[src/rtl/grp_redist_pkg.sv]
package grp_redist_pkg;
  typedef enum logic [2:0] {
    ST_IDLE,
    ST_REQ,
    ST_WAIT,
    ST_NTF,
    ST_DONE
  } rd_state_e;

  localparam logic [1:0] NSR_KIND_GRP = 2'b10;
  localparam int unsigned PSIZE_W = 2;
endpackage

[src/rtl/grp_addr_fold.sv]
module grp_addr_fold #(
  parameter int unsigned W     = 24,
  parameter int unsigned LVL_W = 4
) (
  input  logic [W-1:0]     addr_i,
  input  logic [LVL_W-1:0] lvl_i,
  output logic [W-1:0]     addr_o
);
  logic [W-1:0] keep, fill;

  // clear low lvl bits, set low lvl-1 bits
  always_comb begin
    keep = '1;
    fill = '0;
    for (int b = 0; b < W; b++) begin
      if (b < int'(lvl_i)) keep[b] = 1'b0;
      if (b + 1 < int'(lvl_i)) fill[b] = 1'b1;
    end
    addr_o = (addr_i & keep) | fill;
  end
endmodule

[src/rtl/grp_prio_offset.sv]
module grp_prio_offset
  import grp_redist_pkg::*;
#(
  parameter int unsigned DESC_W = 32,
  parameter int unsigned BLK_W  = 4,
  parameter int unsigned IDX_W  = 24,
  parameter int unsigned PRIO_W = 8,
  parameter int unsigned CFGP_W = 3
) (
  input  logic [DESC_W-1:0] word_i,
  input  logic [PRIO_W-1:0] pipr_i,
  input  logic              grp_prio_en_i,
  input  logic [CFGP_W-1:0] cfg_prio_log_i,
  output logic [BLK_W-1:0]  blk_o,
  output logic [IDX_W-1:0]  idx_o
);
  localparam int unsigned BLK_LSB = IDX_W;
  localparam int unsigned PSZ_LSB = DESC_W - PSIZE_W;

  logic [PSIZE_W-1:0] psize;
  logic [CFGP_W-1:0]  log_cnt;
  logic [PRIO_W-1:0]  mask;
  logic [PRIO_W-1:0]  off;

  assign psize   = word_i[PSZ_LSB +: PSIZE_W];
  assign log_cnt = grp_prio_en_i ? CFGP_W'(psize) : cfg_prio_log_i;

  always_comb begin
    mask = '0;
    for (int b = 0; b < PRIO_W; b++)
      if (b < int'(log_cnt)) mask[b] = 1'b1;
  end

  assign off   = pipr_i & mask;
  assign blk_o = word_i[BLK_LSB +: BLK_W];
  assign idx_o = word_i[IDX_W-1:0] + IDX_W'(off);
endmodule

[src/rtl/grp_redist_ctrl.sv]
module grp_redist_ctrl
  import grp_redist_pkg::*;
(
  input  logic clk_i,
  input  logic rst_ni,
  input  logic pull_req_i,
  input  logic grp_act_i,
  input  logic desc_req_ready_i,
  input  logic desc_rsp_valid_i,
  input  logic desc_rsp_err_i,
  input  logic ntf_ready_i,
  output logic cap_o,
  output logic rsp_take_o,
  output logic desc_req_valid_o,
  output logic ntf_valid_o,
  output logic reg_we_o,
  output logic err_o,
  output logic busy_o,
  output logic pull_ack_o
);
  rd_state_e state_q, state_d;

  always_ff @(posedge clk_i or negedge rst_ni) begin
    if (!rst_ni) state_q <= ST_IDLE;
    else         state_q <= state_d;
  end

  always_comb begin
    state_d          = state_q;
    cap_o            = 1'b0;
    rsp_take_o       = 1'b0;
    desc_req_valid_o = 1'b0;
    ntf_valid_o      = 1'b0;
    reg_we_o         = 1'b0;
    err_o            = 1'b0;
    pull_ack_o       = 1'b0;
    unique case (state_q)
      ST_IDLE: if (pull_req_i) begin
        cap_o   = 1'b1;
        state_d = grp_act_i ? ST_REQ : ST_DONE;
      end
      ST_REQ: begin
        desc_req_valid_o = 1'b1;
        if (desc_req_ready_i) state_d = ST_WAIT;
      end
      ST_WAIT: if (desc_rsp_valid_i) begin
        err_o      = desc_rsp_err_i;
        rsp_take_o = !desc_rsp_err_i;
        state_d    = desc_rsp_err_i ? ST_DONE : ST_NTF;
      end
      ST_NTF: begin
        ntf_valid_o = 1'b1;
        if (ntf_ready_i) begin
          reg_we_o = 1'b1;   // update lands with the accepting handshake
          state_d  = ST_DONE;
        end
      end
      ST_DONE: begin
        pull_ack_o = 1'b1;
        state_d    = ST_IDLE;
      end
      default: state_d = ST_IDLE;
    endcase
  end

  assign busy_o = (state_q == ST_REQ) || (state_q == ST_WAIT) || (state_q == ST_NTF);
endmodule

[src/rtl/grp_redist_unit.sv]
module grp_redist_unit
  import grp_redist_pkg::*;
#(
  parameter int unsigned BLK_W  = 4,
  parameter int unsigned IDX_W  = 24,
  parameter int unsigned DESC_W = 32,
  parameter int unsigned PRIO_W = 8,
  parameter int unsigned GLVL_W = 4,
  parameter int unsigned CFGP_W = 3
) (
  input  logic              clk_i,
  input  logic              rst_ni,
  input  logic              pull_req_i,
  input  logic [BLK_W-1:0]  vp_blk_i,
  input  logic [IDX_W-1:0]  vp_idx_i,
  input  logic [PRIO_W-1:0] nsr_i,
  input  logic [PRIO_W-1:0] pipr_i,
  input  logic [PRIO_W-1:0] cppr_i,
  input  logic              grp_prio_en_i,
  input  logic [CFGP_W-1:0] cfg_prio_log_i,
  output logic              pull_ack_o,
  output logic              busy_o,
  output logic              desc_req_valid_o,
  input  logic              desc_req_ready_i,
  output logic              desc_req_crowd_o,
  output logic [BLK_W-1:0]  desc_req_blk_o,
  output logic [IDX_W-1:0]  desc_req_idx_o,
  input  logic              desc_rsp_valid_i,
  input  logic [DESC_W-1:0] desc_rsp_word_i,
  input  logic              desc_rsp_err_i,
  output logic              ntf_valid_o,
  input  logic              ntf_ready_i,
  output logic [BLK_W-1:0]  ntf_blk_o,
  output logic [IDX_W-1:0]  ntf_idx_o,
  output logic [DESC_W-1:0] ntf_data_o,
  output logic              ntf_redist_o,
  output logic              reg_we_o,
  output logic [PRIO_W-1:0] nsr_wdata_o,
  output logic [PRIO_W-1:0] pipr_wdata_o,
  output logic              irq_clr_o,
  output logic              err_o
);
  localparam int unsigned CRWD_W  = 2;
  localparam int unsigned CRWD_LSB = GLVL_W;
  localparam int unsigned KIND_LSB = PRIO_W - 2;
  localparam int unsigned CLVL_W  = CRWD_W + 1;

  logic              cap, rsp_take;
  logic              grp_act;
  logic [BLK_W-1:0]  blk_q;
  logic [IDX_W-1:0]  idx_q;
  logic [GLVL_W-1:0] glvl_q;
  logic [CRWD_W-1:0] crowd_q;
  logic [PRIO_W-1:0] pipr_q, cppr_q;
  logic              en_q;
  logic [CFGP_W-1:0] cfgp_q;
  logic [CLVL_W-1:0] clvl;
  logic [BLK_W-1:0]  tgt_blk, ntf_blk_q;
  logic [IDX_W-1:0]  tgt_idx, ntf_idx_q;

  assign grp_act = nsr_i[KIND_LSB +: 2] == NSR_KIND_GRP;

  always_ff @(posedge clk_i or negedge rst_ni) begin
    if (!rst_ni) begin
      blk_q   <= '0;
      idx_q   <= '0;
      glvl_q  <= '0;
      crowd_q <= '0;
      pipr_q  <= '0;
      cppr_q  <= '0;
      en_q    <= 1'b0;
      cfgp_q  <= '0;
    end else if (cap) begin
      blk_q   <= vp_blk_i;
      idx_q   <= vp_idx_i;
      glvl_q  <= nsr_i[GLVL_W-1:0];
      crowd_q <= nsr_i[CRWD_LSB +: CRWD_W];
      pipr_q  <= pipr_i;
      cppr_q  <= cppr_i;
      en_q    <= grp_prio_en_i;
      cfgp_q  <= cfg_prio_log_i;
    end
  end

  // crowd level 3 selects a 4-bit fold
  assign clvl = (crowd_q == 2'd3) ? CLVL_W'(4) : CLVL_W'(crowd_q);

  grp_addr_fold #(.W(IDX_W), .LVL_W(GLVL_W)) u_idx_fold (
    .addr_i(idx_q),
    .lvl_i (glvl_q),
    .addr_o(desc_req_idx_o)
  );

  grp_addr_fold #(.W(BLK_W), .LVL_W(CLVL_W)) u_blk_fold (
    .addr_i(blk_q),
    .lvl_i (clvl),
    .addr_o(desc_req_blk_o)
  );

  assign desc_req_crowd_o = |crowd_q;

  grp_prio_offset #(
    .DESC_W(DESC_W), .BLK_W(BLK_W), .IDX_W(IDX_W),
    .PRIO_W(PRIO_W), .CFGP_W(CFGP_W)
  ) u_prio (
    .word_i        (desc_rsp_word_i),
    .pipr_i        (pipr_q),
    .grp_prio_en_i (en_q),
    .cfg_prio_log_i(cfgp_q),
    .blk_o         (tgt_blk),
    .idx_o         (tgt_idx)
  );

  always_ff @(posedge clk_i or negedge rst_ni) begin
    if (!rst_ni) begin
      ntf_blk_q <= '0;
      ntf_idx_q <= '0;
    end else if (rsp_take) begin
      ntf_blk_q <= tgt_blk;
      ntf_idx_q <= tgt_idx;
    end
  end

  grp_redist_ctrl u_ctrl (
    .clk_i           (clk_i),
    .rst_ni          (rst_ni),
    .pull_req_i      (pull_req_i),
    .grp_act_i       (grp_act),
    .desc_req_ready_i(desc_req_ready_i),
    .desc_rsp_valid_i(desc_rsp_valid_i),
    .desc_rsp_err_i  (desc_rsp_err_i),
    .ntf_ready_i     (ntf_ready_i),
    .cap_o           (cap),
    .rsp_take_o      (rsp_take),
    .desc_req_valid_o(desc_req_valid_o),
    .ntf_valid_o     (ntf_valid_o),
    .reg_we_o        (reg_we_o),
    .err_o           (err_o),
    .busy_o          (busy_o),
    .pull_ack_o      (pull_ack_o)
  );

  assign ntf_blk_o    = ntf_blk_q;
  assign ntf_idx_o    = ntf_idx_q;
  assign ntf_data_o   = '0;
  assign ntf_redist_o = 1'b1;
  assign nsr_wdata_o  = '0;
  assign pipr_wdata_o = cppr_q;
  assign irq_clr_o    = reg_we_o;
endmodule

[config.mk]
export PLATFORM = sky130hd
export DESIGN_NAME = grp_redist_unit
export DESIGN_NICKNAME = d
export VERILOG_FILES = /design/src/rtl/grp_redist_pkg.sv /design/src/rtl/grp_addr_fold.sv /design/src/rtl/grp_prio_offset.sv /design/src/rtl/grp_redist_ctrl.sv /design/src/rtl/grp_redist_unit.sv
export SDC_FILE = /design/constraint.sdc
export NUM_CORES = 1
export LEC_CHECK = 0
export BUFFER_PORTS_ARGS = -buffer_cell sky130_fd_sc_hd__buf_2
export CAP_MARGIN = 0
export CORE_ASPECT_RATIO = 0.8
export CORE_MARGIN = 8
export CORE_UTILIZATION = 49
export DETAILED_ROUTE_END_ITERATION = 8
export GPL_TIMING_DRIVEN = 0
export HOLD_SLACK_MARGIN = 0.08
export PLACE_DENSITY = 0.81
export SLEW_MARGIN = 10
export SYNTH_ARGS = -nofsm -noshare
export SYNTH_HDL_FRONTEND = slang
export SYNTH_HIERARCHICAL = 1
export SYNTH_SLANG_ARGS = --single-unit
export TNS_END_PERCENT = 50
[constraint.sdc]
create_clock -name clk_i -period 3.55 [get_ports clk_i]
set_clock_uncertainty 0.15 [all_clocks]
set_input_delay 0.71 -clock clk_i [delete_from_list [all_inputs] [get_ports clk_i]]
set_output_delay 0.71 -clock clk_i [all_outputs]
set_load 0.05 [all_outputs]
==> impl_metrics.yaml, run 1 <==
placed_design:
  gp_congestion: 0.806
  numPortBuffers: 159
  placedInstanceArea_mm2: 0.00634
  place.detailed.hpwl_mm: 10.0
pwr:
  peakVddDrop_mv: 0.901
  pwr-share-seq_pct: 24.8
  leakage_nw: 3.41
  swShare_pct: 47.6
  clkPwrFrac_pct: 13.7
  p_sw_mw: 3.33
  combPwrFrac_pct: 61.5
  p_int_mw: 3.67
  pwr_density_cell_mw_per_mm2: 1050
clocking:
  cts_buffers: 9
  h-tree-depth: 3
  cts_tree: "built"
  clkSinkCount: 84
  path_clk_slew_ns: 0.06
  clkLatencyLatePin_ns: 0.33
  cts-root-buf: "clkbuf_16"
  cts_resized: 0
  hold_buffers: 0
  ctsLongestPathBuffers: 2
  cts_setup_buffers: 0
route:
  wl_per_cell_um: 16.2
  avgViaCountPerCell: 4.81
  antenna_left: 0
  firstDrtPassIters: 4
  via_count: 3729
  wl_mm: 12.5
  dr.first_iter.drc_count: 175
  drc: 0
yosys:
  synth_area_per_cell_um2: 12.4
  yosysWarnings: 6
  synth_cells: 419
  synthesis.area_mm2: 0.00520
global_routing:
  grt_usage_pct: 17.3
  grt_overflow_total: 0
  grt_pass1_vias: 3860
  grt_max_degree: 48
  grt_first_pass_wirelength_mm: 20.0
  antenna_found_initial: 3
floorplanning:
  coreArea_mm2: 0.0103
  ioPinCount: 208
  start_util_pct: 50.5
  die_height_um: 108
  die_area_mm2: 0.0142
  num_rows: 33
  die_width_um: 131
sta:
  timing_worst_slew_pin_value_ns: 0.511
  fin_crit_ns: 3.11
  rsz0062_at_grt: "no"
  fmaxAchievable_mhz: 322
  hold_violations: 0
  slew_violations: 0
  relSlewSlack_pct: 65.9
  setup_viol: 0
  fin_crit_sh_pct: 87.5
  fin_tns_setup_ns: 0
worst_setup_path:
  cp-end-kind: "register"
  crit_arrival_ns: 3.17
  path_cells: "or2_2 > o311a_1 > ha_1 > fa_1 > a211oi_2 > o211ai_2 > nand4_1 > xnor2_1 > mux2_4"
  cp_max_fo: 7
  worst_path_largest_cell_delay_ns: 0.46
  path_class: "reg -> reg"
  critPathLaunchType: "register"
  worst_ep_required_time_ns: 3.61
  path_delay_family: "compound AO/OA/AOI/OAI gates"
  critPathSlowestCell: "fa_1"
  path_buf_inv: 0
final_layout:
  syn_to_final_growth_pct: 28.2
  final_cell_mix: "160 x buf_2, 84 x dfrtp_1, 71 x mux2_4, 58 x buf_4, 41 x conb_1"
  fin_area_mm2: 0.00666
  layout-drive-gt1-share_pct: 54.7
  fillers: 820
  fin_util_pct: 64.8
  final_common_cell: "buf_2"
  nets: 732
min_path:
  hold_path_class: "in -> async"
run_status:
  status: "finished, final reports clean"
run:
  maxCapViolCount: 0
state kept, by name (all words and copies together) (netlist names), 3 cells and up:
| signal | cells |
|---|---|
| ntf_blk_o | 4 |
| u_ctrl/state_q | 3 |
| ntf_idx_o | 24 |
| idx_q | 24 |
| blk_q | 4 |
| cfgp_q | 3 |
| pipr_wdata_o | 8 |
| pipr_q | 7 |
| glvl_q | 4 |
worst reg2reg max path, stage by stage, from the launching register on:
cell,delay (ns)
dfrtp_1,0.44
or2_2,0.32
o311a_1,0.30
ha_1,0.23
fa_1,0.46
a211oi_2,0.33
o211ai_2,0.21
nand4_1,0.20
xnor2_1,0.09
mux2_4,0.26
layout make-up:
cell class                      instances  area (um^2)  share of cell area [%]
Sequential cell                        84         2100                    31.6
Antenna cell                            2         5.00                  0.0751
Inverter                                7         26.3                   0.394
Timing Repair Buffer                  160          826                    12.4
Clock inverter                          5         60.1                   0.902
Buffer                                 73          639                    9.60
Multi-Input combinational cell        294         2570                    38.7
Clock buffer                           11          253                    3.79
Tap cell                              140          175                    2.63
metal layers:
metal  wire, um  vias up  global-route usage [%]  share of wire [%]
met2       6280      133                    29.9                 50
met5         22        -                       0               0.18
met1       5120     1772                    20.0                 41
met4        134        4                    3.97                1.1
li1           -     1808                       -                  -
met3        980       12                    6.95                7.8
path summary, 6_finish.rpt:
kind,slack [ns],start,to,depth (start not counted)
setup / recovery,0.44,cfgp_q[1]$_DFFE_PN0P_,ntf_idx_o[14]$_DFFE_PN0P_,9
hold / removal,0.20,rst_ni,ntf_idx_o[20]$_DFFE_PN0P_,1
setup reg to reg,0.44,cfgp_q[1]$_DFFE_PN0P_,ntf_idx_o[14]$_DFFE_PN0P_,9
hold reg to reg,0.36,ntf_blk_o[3]$_DFFE_PN0P_,ntf_blk_o[3]$_DFFE_PN0P_,1
max in group asynchronous,2.46,rst_ni,pipr_q[5]$_DFFE_PN0P_,2
min in group clk_i,0.36,ntf_blk_o[3]$_DFFE_PN0P_,ntf_blk_o[3]$_DFFE_PN0P_,1
power by group through the flow:
stage	Sequential [mW]	Combinational, mW	Clock [mW]
2_1_floorplan	2.35	2.85	0
3_3_place_gp	1.72	4.24	0
3_5_place_dp	1.75	4.32	0
4_1_cts	1.74	4.33	0.982
5_1_grt	1.80	4.54	1.03
6_report	1.74	4.30	0.957
stage by stage:
stage / instances / hold slack, ns / power, mW / worst slack, ns
global route: 775 / 0.228 / 7.37 / 0.332
global placement: 757 / 0.337 / 5.96 / 0.238
floorplan: 458 / 0.264 / 5.20 / 0.0809
detailed placement: 758 / 0.342 / 6.07 / 0.214
finish: 776 / 0.199 / 7.00 / 0.443
CTS: 774 / 0.207 / 7.06 / 0.475
(Power assumes the default switching activity.)
==> run 2, diff against run 1 <==
--- a/config.mk
+++ b/config.mk
@@ -11,6 +11,7 @@
 export CORE_MARGIN = 8
 export CORE_UTILIZATION = 49
 export DETAILED_ROUTE_END_ITERATION = 8
+export GPL_ROUTABILITY_DRIVEN = 1
 export GPL_TIMING_DRIVEN = 0
 export HOLD_SLACK_MARGIN = 0.08
 export PLACE_DENSITY = 0.81
==> constraint.sdc (replaced) <==
create_clock -name clk_i -period 3.55 [get_ports clk_i]
set_clock_uncertainty 0.15 [all_clocks]
set_input_delay 0.355 -clock clk_i [delete_from_list [all_inputs] [get_ports clk_i]]
set_output_delay 0.355 -clock clk_i [all_outputs]
set_load 0.05 [all_outputs]
==> run 2 against run 1 <==
Power barely moved. Setup slack improved by 0.0066 ns. Die area stayed put. Global-route usage barely moved. Wire length about the same. Combinational power about the same. Register-to-register slack about the same. Sequential power about the same. Maximum frequency increased by 0.21%. Design area increased by 0.30%. Sequential share of layout area decreased by 0.095 points.
==> impl_metrics.yaml, run 2 (same netlist as run 1, synthesis figures left out) <==
worst_setup_path:
  worst_ep_required_time_ns: 3.61
  cp-end-kind: "register"
  critPathLaunchType: "register"
  path_class: "reg -> reg"
  cp_max_fo: 7
  path_buf_inv: 0
  rr_worst_depth: 9
  cp_num_cells: 9
  crit_arrival_ns: 3.16
  critPathSlowestCell: "fa_1"
  worst_path_largest_cell_delay_ns: 0.46
  path_delay_family: "compound AO/OA/AOI/OAI gates"
  path_cells: "or2_2 > o311a_1 > ha_1 > fa_1 > a211oi_2 > o211ai_2 > nand4_1 > xnor2_1 > mux2_4"
route:
  wl_mm: 12.5
  dr.max_layer_used: "met5"
  drc: 0
  wl_met3_um: 950
  wl_per_cell_um: 16.1
  antenna_left: 0
  wl_met1_mm: 5.12
  dr.first_iter.drc_count: 170
  avgViaCountPerCell: 4.79
  via_count: 3729
  met2_wirelength_mm: 6.30
  firstDrtPassIters: 4
global_routing:
  grt_usage_pct: 17.3
  grt_pass1_vias: 3868
  grt_first_pass_wirelength_mm: 20.0
  grt_overflow_total: 0
  grt_max_degree: 48
  antenna_found_initial: 3
final_layout:
  seq_area_mm2: 0.00210
  syn_to_final_growth_pct: 28.6
  fillers: 815
  final_cell_mix: "160 x buf_2, 84 x dfrtp_1, 71 x mux2_4, 58 x buf_4, 41 x conb_1"
  multi_input_area_mm2: 0.00257
  nets: 734
  layout-drive-gt1-share_pct: 54.6
  fin_area_mm2: 0.00668
  final_common_cell: "buf_2"
  final_cells: 778
sta:
  hold_violations: 0
  timing_worst_slew_pin_value_ns: 0.511
  fin_crit_sh_pct: 87.3
  fmaxAchievable_mhz: 323
  fin_tns_setup_ns: 0
  rsz0062_at_grt: "no"
  setup_viol: 0
  relSlewSlack_pct: 65.9
  slew_violations: 0
  fin_crit_ns: 3.10
pwr:
  peakVddDrop_mv: 0.901
  leakage_nw: 3.42
  pwr_density_cell_mw_per_mm2: 1050
clocking:
  path_clk_slew_ns: 0.06
  h-tree-depth: 3
  clkLatencyLatePin_ns: 0.33
  cts_tree: "built"
  cts_setup_buffers: 0
  cts_buffers: 9
  cts-root-buf: "clkbuf_16"
  ctsLongestPathBuffers: 2
  hold_buffers: 1
  cts_resized: 0
  clkSinkCount: 84
min_path:
  min_path_cells: 2
  hold_path_class: "in -> reg"
floorplanning:
  die_area_mm2: 0.0142
  ioPinCount: 208
  die_height_um: 108
  die_width_um: 131
  num_rows: 33
  start_util_pct: 50.5
  coreArea_mm2: 0.0103
run_status:
  status: "finished, final reports clean"
placed_design:
  placed_cells: 758
  numPortBuffers: 159
  placedInstanceArea_mm2: 0.00634
  gp_congestion: 0.806
  place.detailed.hpwl_mm: 10.0
run:
  maxCapViolCount: 0
[run 2: worst paths after layout]
kind,start,slack (ns),to
setup / recovery,cfgp_q[1]$_DFFE_PN0P_,0.45,ntf_idx_o[14]$_DFFE_PN0P_
hold / removal,vp_blk_i[3],0.1,blk_q[3]$_DFFE_PN0P_
setup reg to reg,cfgp_q[1]$_DFFE_PN0P_,0.45,ntf_idx_o[14]$_DFFE_PN0P_
hold reg to reg,ntf_blk_o[3]$_DFFE_PN0P_,0.36,ntf_blk_o[3]$_DFFE_PN0P_
max in group asynchronous,rst_ni,2.26,pipr_q[5]$_DFFE_PN0P_
min in group asynchronous,rst_ni,0.40,ntf_idx_o[20]$_DFFE_PN0P_
[run 2: metal layers]
layer	global-route usage, %	vias to the layer above
met5	0	-
met4	3.97	4
met3	7.00	14
met2	29.9	130
met1	19.9	1772
li1	-	1809
[run 2: area by class of cell]
class / instances / share of cell area (%)
Sequential cell: 84 / 31.5
Buffer: 73 / 9.57
Clock inverter: 5 / 0.899
Multi-Input combinational cell: 294 / 38.5
Tap cell: 140 / 2.62
Timing Repair Buffer: 162 / 12.7
Antenna cell: 2 / 0.0749
Inverter: 7 / 0.393
Clock buffer: 11 / 3.78
[run 2: report_power, final]
part,internal (mW),switching [mW]
sequential,1.43,0.306
clock,0.584,0.373
combinational,1.65,2.65
total,3.67,3.33
[run 2: through the flow]
step / utilization (%) / setup WS, ns / power (mW) / hold slack, ns
6_report: 65.0 / 0.449 / 7.00 / 0.0983
5_1_grt: 65.0 / 0.332 / 7.37 / 0.0819
4_1_cts: 64.8 / 0.475 / 7.06 / 0.0887
3_5_place_dp: 61.7 / 0.549 / 6.07 / 0.209
3_3_place_gp: 61.4 / 0.554 / 5.96 / 0.337
2_1_floorplan: - / 0.436 / 5.20 / -0.0906
==> run 3, diff against run 2 <==
--- a/config.mk
+++ b/config.mk
@@ -5,16 +5,16 @@
 export SDC_FILE = /design/constraint.sdc
 export NUM_CORES = 1
 export LEC_CHECK = 0
-export BUFFER_PORTS_ARGS = -buffer_cell sky130_fd_sc_hd__buf_2
 export CAP_MARGIN = 0
 export CORE_ASPECT_RATIO = 0.8
 export CORE_MARGIN = 8
-export CORE_UTILIZATION = 49
+export CORE_UTILIZATION = 50
 export DETAILED_ROUTE_END_ITERATION = 8
+export DONT_BUFFER_PORTS = 1
 export GPL_ROUTABILITY_DRIVEN = 1
 export GPL_TIMING_DRIVEN = 0
 export HOLD_SLACK_MARGIN = 0.08
-export PLACE_DENSITY = 0.81
+export SETUP_SLACK_MARGIN = 0.2
 export SLEW_MARGIN = 10
 export SYNTH_ARGS = -nofsm -noshare
 export SYNTH_HDL_FRONTEND = slang
==> run 3 against run 2 <==
Sequential cell count unchanged. Hold slack better by 0.0052 ns. Maximum frequency up 0.70%. Wire length down 5.5%. Sequential share of layout area up 1.3 points. Clock power up 6%. Sequential power up 41%. Combinational power down 26%. Critical path type unchanged. Critical endpoint is now ntf_idx_o[22]$_DFFE_PN0P_. Largest cell class unchanged.
==> impl_metrics.yaml, run 3 (same netlist as run 1, synthesis figures left out) <==
min_path:
  hold_path_class: "in -> reg"
  min_from: "desc_rsp_word_i[24]"
final_layout:
  fillers: 816
  syn_to_final_growth_pct: 23.5
  nets: 627
  final_cell_mix: "84 x dfrtp_1, 71 x mux2_4, 57 x buf_4, 54 x dlygate4sd3_1, 41 x conb_1"
  layout-drive-gt1-share_pct: 35.8
  num_antenna_cells: 0
  final_common_cell: "dfrtp_1"
pwr:
  p_sw_mw: 3.22
  pwr_density_cell_mw_per_mm2: 1040
  leakage_nw: 3.00
  peakVddDrop_mv: 0.664
  p_int_mw: 3.44
  finalPower_mw: 6.66
  swShare_pct: 48.4
  pwr-share-seq_pct: 36.9
  clkPwrFrac_pct: 15.2
  combPwrFrac_pct: 47.9
sta:
  fin_tns_setup_ns: 0
  fin_crit_ns: 3.08
  slew_violations: 0
  rsz0062_at_grt: "no"
  timing_worst_slew_pin_value_ns: 1.18
  fin_crit_sh_pct: 86.7
  setup_viol: 0
  relSlewSlack_pct: 20.9
  fmaxAchievable_mhz: 325
  hold_violations: 0
clocking:
  cts_resized: 0
  cts_setup_buffers: 0
  hold_buffers: 55
  clkLatencyLatePin_ns: 0.33
  ctsLongestPathBuffers: 2
  h-tree-depth: 3
  cts_buffers: 9
  cts-root-buf: "clkbuf_16"
  path_clk_slew_ns: 0.06
  clkSinkCount: 84
  cts_tree: "built"
global_routing:
  grt_usage_pct: 17.1
  grt_pass1_vias: 3546
  grt_overflow_total: 0
  grt_max_degree: 85
  grt_first_pass_wirelength_mm: 18.7
  antenna_found_initial: 0
route:
  firstDrtPassIters: 4
  avgViaCountPerCell: 4.89
  antenna_left: 0
  wl_per_cell_um: 17.7
  dr.first_iter.drc_count: 172
  drc: 0
  via_count: 3267
  wl_mm: 11.8
worst_setup_path:
  path_cells: "or2_2 > o311a_1 > ha_1 > fa_1 > a211oi_2 > o211ai_2 > nand4_1 > xnor2_1 > mux2_4"
  path_buf_inv: 0
  path_delay_family: "compound AO/OA/AOI/OAI gates"
  worst_path_largest_cell_delay_ns: 0.46
  path_class: "reg -> reg"
  critPathSlowestCell: "fa_1"
  cp-end-kind: "register"
  critPathLaunchType: "register"
  crit_arrival_ns: 3.15
  worst_ep_required_time_ns: 3.62
  cp_max_fo: 7
  worstReg2RegStart: "cfgp_q[1]$_DFFE_PN0P_"
  critPathLaunch: "cfgp_q[1]$_DFFE_PN0P_"
floorplanning:
  start_util_pct: 51.0
  num_rows: 33
  die_area_mm2: 0.0139
  ioPinCount: 208
  die_height_um: 107
  coreArea_mm2: 0.0102
  die_width_um: 130
run_status:
  status: "finished, final reports clean"
run:
  maxCapViolCount: 0
placed_design:
  place.detailed.hpwl_mm: 8.76
  numPortBuffers: 0
  gp_congestion: 0.722
## run 3: cell type report
cell class                 count  area (um^2)  area share (%)
inverter                       7         26.3           0.409
clock buffer                  10          239            3.72
clock inverter                 5         85.1            1.33
buffer                        73          639            9.96
multi-input combinational    294         2580            40.3
sequential                    84         2100            32.7
tap                          140          175            2.73
timing repair buffer          55          568            8.85
## run 3: path summary, 6_finish.rpt
path,slack (ns),depth (start not counted),end
min in group asynchronous,0.44,2,u_ctrl/state_q[0]$_DFFE_PN0P_
min reg2reg,0.36,1,idx_q[8]$_DFFE_PN0P_
max reg2reg,0.47,9,ntf_idx_o[22]$_DFFE_PN0P_
max,0.47,9,ntf_idx_o[22]$_DFFE_PN0P_
max in group asynchronous,2.47,2,idx_q[10]$_DFFE_PN0P_
min,0.10,2,ntf_blk_o[0]$_DFFE_PN0P_
## run 3: power by group through the flow
stage / logic (mW) / registers [mW] / clock network (mW)
2_1_floorplan: 2.85 / 2.35 / 0
3_3_place_gp: 3.08 / 2.47 / 0
3_5_place_dp: 3.12 / 2.47 / 0
4_1_cts: 3.20 / 2.47 / 1.05
5_1_grt: 3.39 / 2.53 / 1.09
6_report: 3.19 / 2.46 / 1.01
## run 3: metrics by stage
step                area, um^2  hold slack [ns]  util (%)  cells  setup slack [ns]
global route              6420           0.0884      62.9    668             0.254
finish                    6420            0.103      62.9    668             0.471
global placement          5520          -0.0879      54.1    598             0.304
detailed placement        5530          -0.0884      54.2    598             0.492
CTS                       6420           0.0881      62.9    668             0.451
floorplan                 5340          -0.0906         -    458             0.436
## run 3: metal layers
| metal | global-route usage [%] | up-vias | wire, um |
|---|---|---|---|
| met2 | 27.2 | 129 | 5530 |
| met1 | 20.7 | 1534 | 4930 |
| met4 | 4.22 | 0 | 114 |
| met3 | 7.94 | 13 | 1260 |
| li1 | - | 1591 | - |
| met5 | 0 | - | 0 |
## run 3: worst register-to-register path: stages (launching register included)
cell	delay, ns
dfrtp_1	0.43
or2_2	0.32
o311a_1	0.30
ha_1	0.23
fa_1	0.46
a211oi_2	0.34
o211ai_2	0.21
nand4_1	0.17
xnor2_1	0.08
mux2_4	0.26
